==> config.mk <==
export PLATFORM = sky130hd
export DESIGN_NAME = ac_seg_drv
export DESIGN_NICKNAME = d
export VERILOG_FILES = /design/src/rtl/ac_seg_pkg.sv /design/src/rtl/seg_shift_sect.sv /design/src/rtl/seg_hold_reg.sv /design/src/rtl/seg_phase_drv.sv /design/src/rtl/ac_seg_drv.sv
export SDC_FILE = /design/constraint.sdc
export NUM_CORES = 1
export LEC_CHECK = 0
export BUFFER_PORTS_ARGS = -buffer_cell sky130_fd_sc_hd__buf_2
export CAP_MARGIN = 20
export CORE_AREA = 2 2 140 142
export CTS_BUF_LIST = sky130_fd_sc_hd__clkbuf_8
export DETAILED_ROUTE_END_ITERATION = 7
export DIE_AREA = 0 0 142 144
export GPL_ROUTABILITY_DRIVEN = 0
export HOLD_SLACK_MARGIN = 0.08
export PLACE_DENSITY = 0.65
export SYNTH_ARGS = -nofsm -noshare
export SYNTH_HDL_FRONTEND = slang
export SYNTH_HIERARCHICAL = 1
export SYNTH_SLANG_ARGS = --single-unit
==> constraint.sdc <==
create_clock -name clk -period 2.9 [get_ports clk]
set_input_delay 0.58 -clock clk [delete_from_list [all_inputs] [get_ports clk]]
set_output_delay 0.58 -clock clk [all_outputs]
set_load 0.02 [all_outputs]
==> src/rtl/ac_seg_pkg.sv <==
package ac_seg_pkg;
   localparam int unsigned DEF_SECT_W = 32;
   localparam int unsigned DEF_N_SECT = 2;

   // drive level for one electrode: in phase when off, inverted when on
   function automatic logic phase_of(input logic pol, input logic on);
      return pol ^ on;
   endfunction
endpackage

==> src/rtl/seg_shift_sect.sv <==
module seg_shift_sect #(
   parameter int unsigned W = 32
) (
   input  logic         clk,
   input  logic         rst_n,
   input  logic         shift_en,
   input  logic         sin,
   output logic [W-1:0] q,
   output logic         sout
);
   always_ff @(posedge clk) begin
      if (!rst_n)        q <= '0;
      else if (shift_en) q <= {q[W-2:0], sin};
   end

   assign sout = q[W-1];
endmodule

==> src/rtl/seg_hold_reg.sv <==
module seg_hold_reg #(
   parameter int unsigned W = 65
) (
   input  logic         clk,
   input  logic         rst_n,
   input  logic         load,
   input  logic [W-1:0] d,
   output logic [W-1:0] q
);
   always_ff @(posedge clk) begin
      if (!rst_n)    q <= '0;
      else if (load) q <= d;
   end
endmodule

==> src/rtl/seg_phase_drv.sv <==
module seg_phase_drv
   import ac_seg_pkg::*;
#(
   parameter int unsigned W = 65
) (
   input  logic         clk,
   input  logic         rst_n,
   input  logic         pol,
   input  logic [W-1:0] pat,
   output logic [W-1:0] drv,
   output logic         bp
);
   always_ff @(posedge clk) begin
      if (!rst_n) bp <= 1'b0;
      else        bp <= pol;
   end

   for (genvar i = 0; i < W; i++) begin : g_elec
      always_ff @(posedge clk) begin
         if (!rst_n) drv[i] <= 1'b0;
         else        drv[i] <= phase_of(pol, pat[i]);
      end
   end
endmodule

==> src/rtl/ac_seg_drv.sv <==
module ac_seg_drv
   import ac_seg_pkg::*;
#(
   parameter int unsigned SECT_W = DEF_SECT_W,
   parameter int unsigned N_SECT = DEF_N_SECT
) (
   input  logic                       clk,
   input  logic                       rst_n,
   input  logic                       ser_din,
   input  logic                       shift_en,
   input  logic                       load_stb,
   input  logic                       bl_on,
   input  logic                       pol_in,
   output logic [SECT_W*N_SECT-1:0]   seg_out,
   output logic                       bp_out,
   output logic                       bl_out,
   output logic                       ser_dout
);
   localparam int unsigned CHAIN_W = SECT_W * N_SECT;
   localparam int unsigned DISP_W  = CHAIN_W + 1;

   initial begin
      if (SECT_W < 2) $fatal(1, "SECT_W must be at least 2");
      if (N_SECT < 1) $fatal(1, "N_SECT must be at least 1");
   end

   logic [CHAIN_W-1:0] chain_q;
   logic [N_SECT:0]    link;
   logic [DISP_W-1:0]  hold_q;
   logic [DISP_W-1:0]  pat_nxt;
   logic [DISP_W-1:0]  drv_q;

   assign link[0] = ser_din;

   for (genvar s = 0; s < N_SECT; s++) begin : g_sect
      seg_shift_sect #(.W(SECT_W)) u_sect (
         .clk      (clk),
         .rst_n    (rst_n),
         .shift_en (shift_en),
         .sin      (link[s]),
         .q        (chain_q[s*SECT_W +: SECT_W]),
         .sout     (link[s+1])
      );
   end

   assign ser_dout = link[N_SECT];

   // strobe sees the chain before this edge's shift
   assign pat_nxt = load_stb ? {bl_on, chain_q} : hold_q;

   seg_hold_reg #(.W(DISP_W)) u_hold (
      .clk   (clk),
      .rst_n (rst_n),
      .load  (load_stb),
      .d     ({bl_on, chain_q}),
      .q     (hold_q)
   );

   seg_phase_drv #(.W(DISP_W)) u_drv (
      .clk   (clk),
      .rst_n (rst_n),
      .pol   (pol_in),
      .pat   (pat_nxt),
      .drv   (drv_q),
      .bp    (bp_out)
   );

   assign seg_out = drv_q[CHAIN_W-1:0];
   assign bl_out  = drv_q[CHAIN_W];
endmodule

==> results.toml, run 1 <==
[status]
status = "finished clean"

[timing]
tightest_slew_ps = 627
clock_skew_ps = 8.84
setup_tns_ps = 0
grt_setup_unrepaired = "no"
finalMaxSlewViolations = 0
hold_viol = 0
fin_crit_sh_pct = 54.6
finalCriticalPeriod_ps = 1580
maxSlewHeadroom_pct = 58.2
fmaxAchievable_mhz = 631
setup_violations = 0

[pwr]
ir_drop_mv = 0.285
finalPower_mw = 5.09
powerDensity_mw_per_mm2 = 555
p_leak_nw = 4.11

[floorplanning]
initial_utilization_pct = 44.2
io_pins = 74
die_w_um = 142
core_mm2 = 0.0191
die_y_um = 144
row_count = 51
die-area_mm2 = 0.0204

[worst_setup_path]
cp_slowest_stage_delay_ps = 370
cp_cell_sequence = "buf_2"
crit_buf_inv = 1
crit_family = "flip-flops"
crit_path_end_kind = "output port"
critPathKind = "register to output port"
critical_path_arrival_ps = 1000
worstSetupStartpointType = "register"
slowest_stage = "dfxtp_1"
cp_max_fo = 4
cp.required_ps = 2320

[drt]
avgViaCountPerCell = 4.58
wl_per_cell_um = 12.9
vias = 4591
drt-total-wl_mm = 13.0
antenna_left = 0
firstDrtPassIters = 4
initialDrtViolationCount = 185
drc_errors = 0

[cells_and_area]
area_growth_pct = 8.87
num-nets-final = 760
drive_above_1_share_pct = 23.3
stdcell_count = 1003
final_common_cell = "dfxtp_1"
layout_common_cells = "dfxtp_1, mux2i_1, nor2b_1"
n_antenna_cell = 0

[clock_tree]
cts_setup_buffers = 0
clkTransAtPathRegs_ps = 90
cts_hold_buf = 0
clock_sinks = 195
cts_buffer_depth = 2
clockRootBuffer = "clkbuf_8"
clk_latency_ps = 450
cts_resized = 0
htreeDepth = 4
tritoncts = "yes"
cts_buffers = 17

[grt]
grt_first_pass_wirelength_mm = 21.4
grt-ovfl-total = 0
antenna_found_initial = 0
grt_pass1_vias = 4516
grt_max_degree = 118
track_usage_pct = 13.0

[placed_design]
dp_hpwl_mm = 8.18
port_buffers = 73
dp.cells = 972

[yosys]
syn_area_mm2 = 0.00844
yosysWarnings = 6
synthCells = 701
ys_types = 13
synth_nets = 708
yosys_register_bits = 195
synth.avg_cell_area_um2 = 12.0
ys_seq_area_share_pct = 46.3

[flow_run]
max_cap_viol_count = 0

[min_path]
hold_class = "primary input to register"
[per-layer routing]
metal,vias up,routed length (um),global-route usage (%)
li1,2377,-,-
met1,2149,6220,15.7
met2,55,6220,21.9
met3,10,457,3.81
met4,0,94,4.89
met5,-,0,0
[synthesized netlist by cell type (all sizes together)]
cell | instances | area, um2
buf | 33 | 460
xor2 | 65 | 569
nor2b | 129 | 807
and2 | 66 | 413
mux2i | 129 | 1290
mux2 | 65 | 920
clkbuf | 19 | 71.3
dfxtp | 195 | 3900
[state kept, by name, summed over array words and instances, names as in the netlist]
signal	flops
g_sect.u_sect/q	64
u_hold/q	65
u_drv/drv	65
u_drv/bp	1
[path summary, 6_finish.rpt]
kind / start / to / slack [ps] / cells after the start
min: ser_din / g_sect[0].u_sect/q[0] / 400 / 3
max: g_sect[1].u_sect/q[31] / ser_dout / 1320 / 1
min reg2reg: u_hold/q[7] / u_hold/q[7] / 530 / 2
max reg2reg: g_sect[1].u_sect/q[26] / u_drv/drv[58] / 1850 / 3
[report_power, final]
part	switching, mW	leakage (nW)	total [mW]	internal [mW]
clock	0.890	0.239	1.95	1.06
sequential	0.0160	1.59	2.74	2.73
combinational	0.228	2.29	0.401	0.174
[logic make-up after synthesis]
logic type | after synthesis | share of synthesized area (%)
flip-flops | 195 | 46.3
multiplexers | 194 | 26.2
AND/OR/NAND/NOR | 195 | 14.5
XOR/XNOR | 65 | 6.75
buffers and inverters | 52 | 6.30
[per-stage QoR]
stage / cell area [um2] / hold slack [ps] / utilization, % / worst slack (ps)
finish: 9180 / 397 / 48.1 / 1320
global route: 9180 / 364 / 48.1 / 1230
global placement: 8730 / 492 / 45.8 / 927
detailed placement: 8730 / 503 / 45.8 / 879
CTS: 9180 / 364 / 48.1 / 1270
floorplan: 8440 / 478 / - / 1320
[layout make-up]
| cell class | instances | area, um2 |
|---|---|---|
| Fill cell | 1707 | 9900 |
| Multi-Input combinational cell | 454 | 4000 |
| Sequential cell | 195 | 3900 |
| Timing Repair Buffer | 85 | 532 |
| Tap cell | 238 | 298 |
| Clock buffer | 19 | 262 |
| Clock inverter | 12 | 189 |
(Power assumes the default switching activity.)
==> run 2: changes to the inputs <==
Settings changed: ABC_AREA set to 1, CORE_AREA 2 2 140 142 to 2 2 142 144, DIE_AREA 0 0 142 144 to 0 0 144 146, PLACE_DENSITY 0.65 to 0.67.
Clock period 2.9 ns to 1.3 ns, I/O delays scaled along.
==> run 2 against run 1 <==
Effect of this change:
- worst setup slack worse by 1300 ps
- non-clock buffer count grew 13
- global-route usage up 2.4 points
- register-to-register slack got worse by 1400 ps
- critical path type unchanged
- largest cell class is now sequential cells
- largest power group unchanged
==> results.toml, run 2 <==
[worst_setup_path]
cp.required_ps = 1040
worstSetupStartpointType = "register"
cp_slowest_stage_delay_ps = 370
rrSetupSlack_ps = 460
crit_family = "flip-flops"
reg2reg_from = "g_sect[1].u_sect/q[22]"
critPathKind = "register to output port"
critical_path_arrival_ps = 990
cp_cell_sequence = "buf_4"
slowest_stage = "dfxtp_1"
rr_endpoint = "u_drv/drv[54]"
crit_path_end_kind = "output port"
r2r_cells = 5
crit_buf_inv = 1
cp_max_fo = 1

[clock_tree]
clkTransAtPathRegs_ps = 90
clock_sinks = 195
clockRootBuffer = "clkbuf_8"
cts_buffers = 17
tritoncts = "yes"
cts_buffer_depth = 2
htreeDepth = 4
clk_latency_ps = 470
cts_setup_buffers = 0

[yosys]
synth.avg_cell_area_um2 = 6.27
ys_types = 10
synth-async-reset-ratio_pct = 0
ys_seq_area_share_pct = 45.2
yosys_register_bits = 195
syn_area_mm2 = 0.00863
ys.flop_type = "dfxtp_1"
yosysWarnings = 6
synth_area_leaders = "dfxtp_1, nand2_1, nor2_1"
synth_edf_count = 0
yosysTopAreaCell = "dfxtp_1"
synth_nets = 1384
synthTopCellsByCount = "nand2_1, nor2_1, dfxtp_1"
synthCells = 1377
yosysMostFrequentCell = "nand2_1"
synth_top_cell_area_share_pct = 45.2

[placed_design]
port_buffers = 73
dp_hpwl_mm = 9.55

[timing]
finalCriticalPeriod_ps = 1250
fin_crit_sh_pct = 96.3
setup_violations = 0
hold_viol = 0
finalMaxSlewViolations = 0
tightest_slew_ps = 345
setup_tns_ps = 0
grt_setup_unrepaired = "no"
clock_skew_ps = 10.6
maxSlewHeadroom_pct = 77.0
fmaxAchievable_mhz = 799

[cells_and_area]
multi_input_area_mm2 = 0.00365
seq_area_mm2 = 0.00391
area_growth_pct = 10.1
fill_cells = 1993
final_util_pct = 49.2
num-nets-final = 1422
layout_common_cells = "nand2_1, nor2_1, dfxtp_1"
top_regs = "u_drv/drv x65, u_hold/q x65, g_sect.u_sect/q x64"
n_antenna_cell = 0
final_common_cell = "nand2_1"
drive_above_1_share_pct = 8.97

[drt]
firstDrtPassIters = 4
antenna_left = 0
vias = 7089
drc_errors = 0
initialDrtViolationCount = 387
avgViaCountPerCell = 4.19
wl_per_cell_um = 9.22
drt-total-wl_mm = 15.6

[pwr]
ir_drop_mv = 0.689
p_switching_mw = 3.47
p_leak_nw = 4.98
p_sw_share_pct = 28.5
powerDensity_mw_per_mm2 = 1280
power_frac_clock_pct = 31.1
p_comb_share_pct = 14.7
internal_power_mw = 8.73
seq_power_share_pct = 54.2

[floorplanning]
core_mm2 = 0.0193
row_count = 51
die-area_mm2 = 0.0210
initial_utilization_pct = 44.6
die_w_um = 144
die_y_um = 146
io_pins = 74

[min_path]
whs_path_depth = 5
hold_class = "primary input to register"
min_to = "g_sect[0].u_sect/q[0]"
holdCritStartpoint = "ser_din"

[grt]
grt_max_degree = 76
antenna_found_initial = 0
grt_pass1_vias = 6000
grt_util_met2_pct = 25.4
top_usage_layer = "met2"
grt-ovfl-total = 0
use_met3_pct = 3.88
grt_first_pass_wirelength_mm = 26.8
gr-usage-met1_pct = 19.9
track_usage_pct = 15.4

[flow_run]
max_cap_viol_count = 0

[status]
status = "finished clean"
-- run 2: cell count changes in the layout (fill, tap and decap cells not counted), moves of 50 or more --
cell	before	now
mux2_4	50	0
inv_1	3	133
xor2_1	65	0
nor2b_1	129	0
and2_1	66	0
nor2_1	0	387
mux2i_1	129	0
nand2_1	0	583
-- run 2: per-layer routing --
| layer | routed length [um] | share of wire, % | vias up |
|---|---|---|---|
| met1 | 7970 | 51 | 2960 |
| met4 | 140 | 0.90 | 0 |
| met2 | 6910 | 44 | 92 |
| met3 | 586 | 3.8 | 12 |
| li1 | - | - | 4025 |
| met5 | 0 | 0 | - |
-- run 2: worst max path at each step --
stage	start	to	slack (ps)	depth (start not counted)
floorplan	load_stb	u_drv/drv[57]	360	8
global placement	load_stb	u_drv/drv[14]	130	7
detailed placement	load_stb	u_drv/drv[14]	120	7
CTS	u_drv/drv[1]	seg_out[1]	5	1
global route	u_drv/drv[63]	seg_out[63]	1	1
finish	u_drv/drv[61]	seg_out[61]	50	1
-- run 2: metrics by stage --
step	cells	cell area [um2]	worst slack, ps	hold slack (ps)	power (mW)
4_1_cts	1692	9500	5.35	116	12.4
3_3_place_gp	1659	9090	125	456	8.52
2_1_floorplan	1377	8630	361	380	8.16
5_1_grt	1692	9510	1.21	153	12.9
6_report	1692	9510	48.6	147	12.2
3_5_place_dp	1659	9090	117	462	8.56
-- run 2: area by class of cell --
class	count	share of cell area, %
Sequential cell	195	41.1
Multi-Input combinational cell	971	38.4
Timing Repair Buffer	98	7.90
Inverter	132	5.21
Tap cell	265	3.49
Clock buffer	17	2.46
Clock inverter	14	1.49
-- run 2: logic make-up after synthesis --
group | count (synthesis) | synth area share (%)
simple gates | 970 | 42.2
buf+inv | 211 | 12.5
flops | 195 | 45.2
compound gates | 1 | 0.0579
-- run 2: repair_timing --
item / in CTS / in global routing
hold buffers: 2 / 0
resized for setup: 4 / 3
endpoints found under the setup margin: 3 / 3
endpoints found under the hold margin: 12 / 0
-- run 2: power by group through the flow --
stage / logic, mW / clock network (mW) / registers, mW
5_1_grt: 2.07 / 4.17 / 6.68
6_report: 1.79 / 3.80 / 6.62
2_1_floorplan: 1.24 / 0 / 6.92
3_5_place_dp: 1.80 / 0 / 6.76
4_1_cts: 1.81 / 3.96 / 6.62
3_3_place_gp: 1.76 / 0 / 6.75
==> run 3: changes to the inputs <==
Settings changed: PLACE_DENSITY 0.67 to unset, PLACE_DENSITY_LB_ADDON set to 0.15, RECOVER_POWER set to 25.
==> run 3 against run 2 <==
Effect of this change:
- routed wire length up 3.5%
- clock skew grew 2.8 ps
- non-clock buffer count shrank 5
- cell area is 0.38% higher
- global-route usage up 0.56 points
- worst hold slack got worse by 46 ps
- maximum frequency is 1.1% higher
- largest cell class unchanged
- highest routed layer unchanged
==> results.toml, run 3 (synthesis gave the netlist of run 2 again) <==
[status]
status = "finished clean"

[pwr]
ir_drop_mv = 0.632
p_leak_nw = 4.99
internal_power_mw = 9.00
finalPower_mw = 12.4
seq_power_share_pct = 53.3
p_switching_mw = 3.44
powerDensity_mw_per_mm2 = 1300
power_frac_clock_pct = 32.3
p_comb_share_pct = 14.4
p_sw_share_pct = 27.6

[timing]
setup_slack_ps = 61.9
tightest_slew_ps = 952
fin_crit_sh_pct = 95.2
maxSlewHeadroom_pct = 36.5
setup_violations = 0
setup_tns_ps = 0
grt_setup_unrepaired = "no"
finalMaxSlewViolations = 0
finalCriticalPeriod_ps = 1240
fmaxAchievable_mhz = 808
hold_viol = 0
clock_skew_ps = 13.4

[cells_and_area]
stdcell_count = 1688
n_antenna_cell = 0
layout_common_cells = "nand2_1, nor2_1, dfxtp_1"
final_util_pct = 49.3
final_common_cell = "nand2_1"
area_growth_pct = 10.6
drive_above_1_share_pct = 8.92
num-nets-final = 1417
top_regs = "u_drv/drv x65, u_hold/q x65, g_sect.u_sect/q x64"

[min_path]
min_to = "u_drv/drv[48]"
holdCritStartpoint = "pol_in"
hold_class = "primary input to register"
whs_path_depth = 4

[floorplanning]
die_w_um = 144
core_mm2 = 0.0193
row_count = 51
die_y_um = 146
initial_utilization_pct = 44.6
die-area_mm2 = 0.0210
io_pins = 74

[worst_setup_path]
crit_path_end_kind = "output port"
cp_slowest_stage_delay_ps = 370
rrSetupSlack_ps = 430
crit_buf_inv = 1
reg2reg_from = "g_sect[1].u_sect/q[25]"
cp.required_ps = 1040
rr_endpoint = "u_drv/drv[57]"
cp_max_fo = 4
slowest_stage = "dfxtp_2"
crit_family = "flip-flops"
critPathKind = "register to output port"
cp_cell_sequence = "buf_4"
r2r_cells = 5
critical_path_arrival_ps = 980
worstSetupStartpointType = "register"

[clock_tree]
htreeDepth = 4
clk_latency_ps = 470
cts_setup_buffers = 0
cts_buffer_depth = 2
clock_sinks = 195
cts_buffers = 17
clockRootBuffer = "clkbuf_8"
clkTransAtPathRegs_ps = 90
tritoncts = "yes"

[grt]
grt_max_degree = 73
grt-ovfl-total = 0
grt_pass1_vias = 6026
grt_first_pass_wirelength_mm = 27.5
antenna_found_initial = 0
track_usage_pct = 16.0

[drt]
wl_per_cell_um = 9.57
initialDrtViolationCount = 330
avgViaCountPerCell = 4.21
antenna_left = 0
drt-total-wl_mm = 16.2
drc_errors = 0
firstDrtPassIters = 5
vias = 7106

[placed_design]
dp.cells = 1655
pre_cts_slack_ps = 153
port_buffers = 73
dp_hpwl_mm = 9.75

[flow_run]
max_cap_viol_count = 0
[run 3: changes by cell type in the layout (fill, tap and decap cells not counted), moves of 2 or more]
cell | previous run | this run
dfxtp_2 | 2 | 5
clkinvlp_4 | 5 | 3
clkbuf_8 | 17 | 22
buf_12 | 13 | 15
dfxtp_1 | 193 | 190
buf_2 | 64 | 58
[run 3: layout make-up]
cell class	instances	area [um2]
clock inverter	10	108
timing repair buffer	93	748
clock buffer	22	303
inverter	132	495
fill	2040	9790
tap	265	332
multi-input combinational	971	3650
sequential	195	3910
[run 3: what timing repair did]
item / CTS / global route
endpoints found under the setup margin: 5 / 8
gates resized for setup: 7 / 9
hold buffers: 1 / 0
hold endpoints to repair: 1 / 0
[run 3: per-layer routing]
layer	track usage (%)	routed length (um)	up-vias
li1	-	-	4011
met1	20.7	8120	2993
met2	25.6	7230	90
met3	3.82	606	12
met4	5.88	192	0
met5	0	0	-
[run 3: worst reg2reg max path, cell delays in order (launching register included)]
cell and delay (ps):
dfxtp_1 400, nand2_1 80, nand2_1 100, nand2_1 60, nand2_1 90, nor2_1 40
[run 3: how the worst max path moves through the flow]
stage               cells past startpoint                   start       endpoint
detailed placement                      8                load_stb  u_drv/drv[58]
floorplan                               8                load_stb  u_drv/drv[57]
global route                            1           u_drv/drv[43]    seg_out[43]
global placement                        8                load_stb  u_drv/drv[56]
CTS                                     1            u_drv/drv[0]     seg_out[0]
finish                                  1  g_sect[1].u_sect/q[31]       ser_dout
[run 3: power groups by stage]
stage / clock network [mW] / logic (mW) / registers [mW]
floorplan: 0 / 1.24 / 6.92
global placement: 0 / 1.77 / 6.76
detailed placement: 0 / 1.80 / 6.76
CTS: 4.20 / 1.81 / 6.63
global route: 4.43 / 2.08 / 6.69
finish: 4.02 / 1.79 / 6.63
[run 3: through the flow]
| stage | hold WS (ps) | cell area [um2] |
|---|---|---|
| after floorplan | 380 | 8630 |
| after global routing | 106 | 9540 |
| after detailed placement | 462 | 9100 |
| after global placement | 457 | 9100 |
| final | 101 | 9540 |
| after CTS | 94.1 | 9540 |
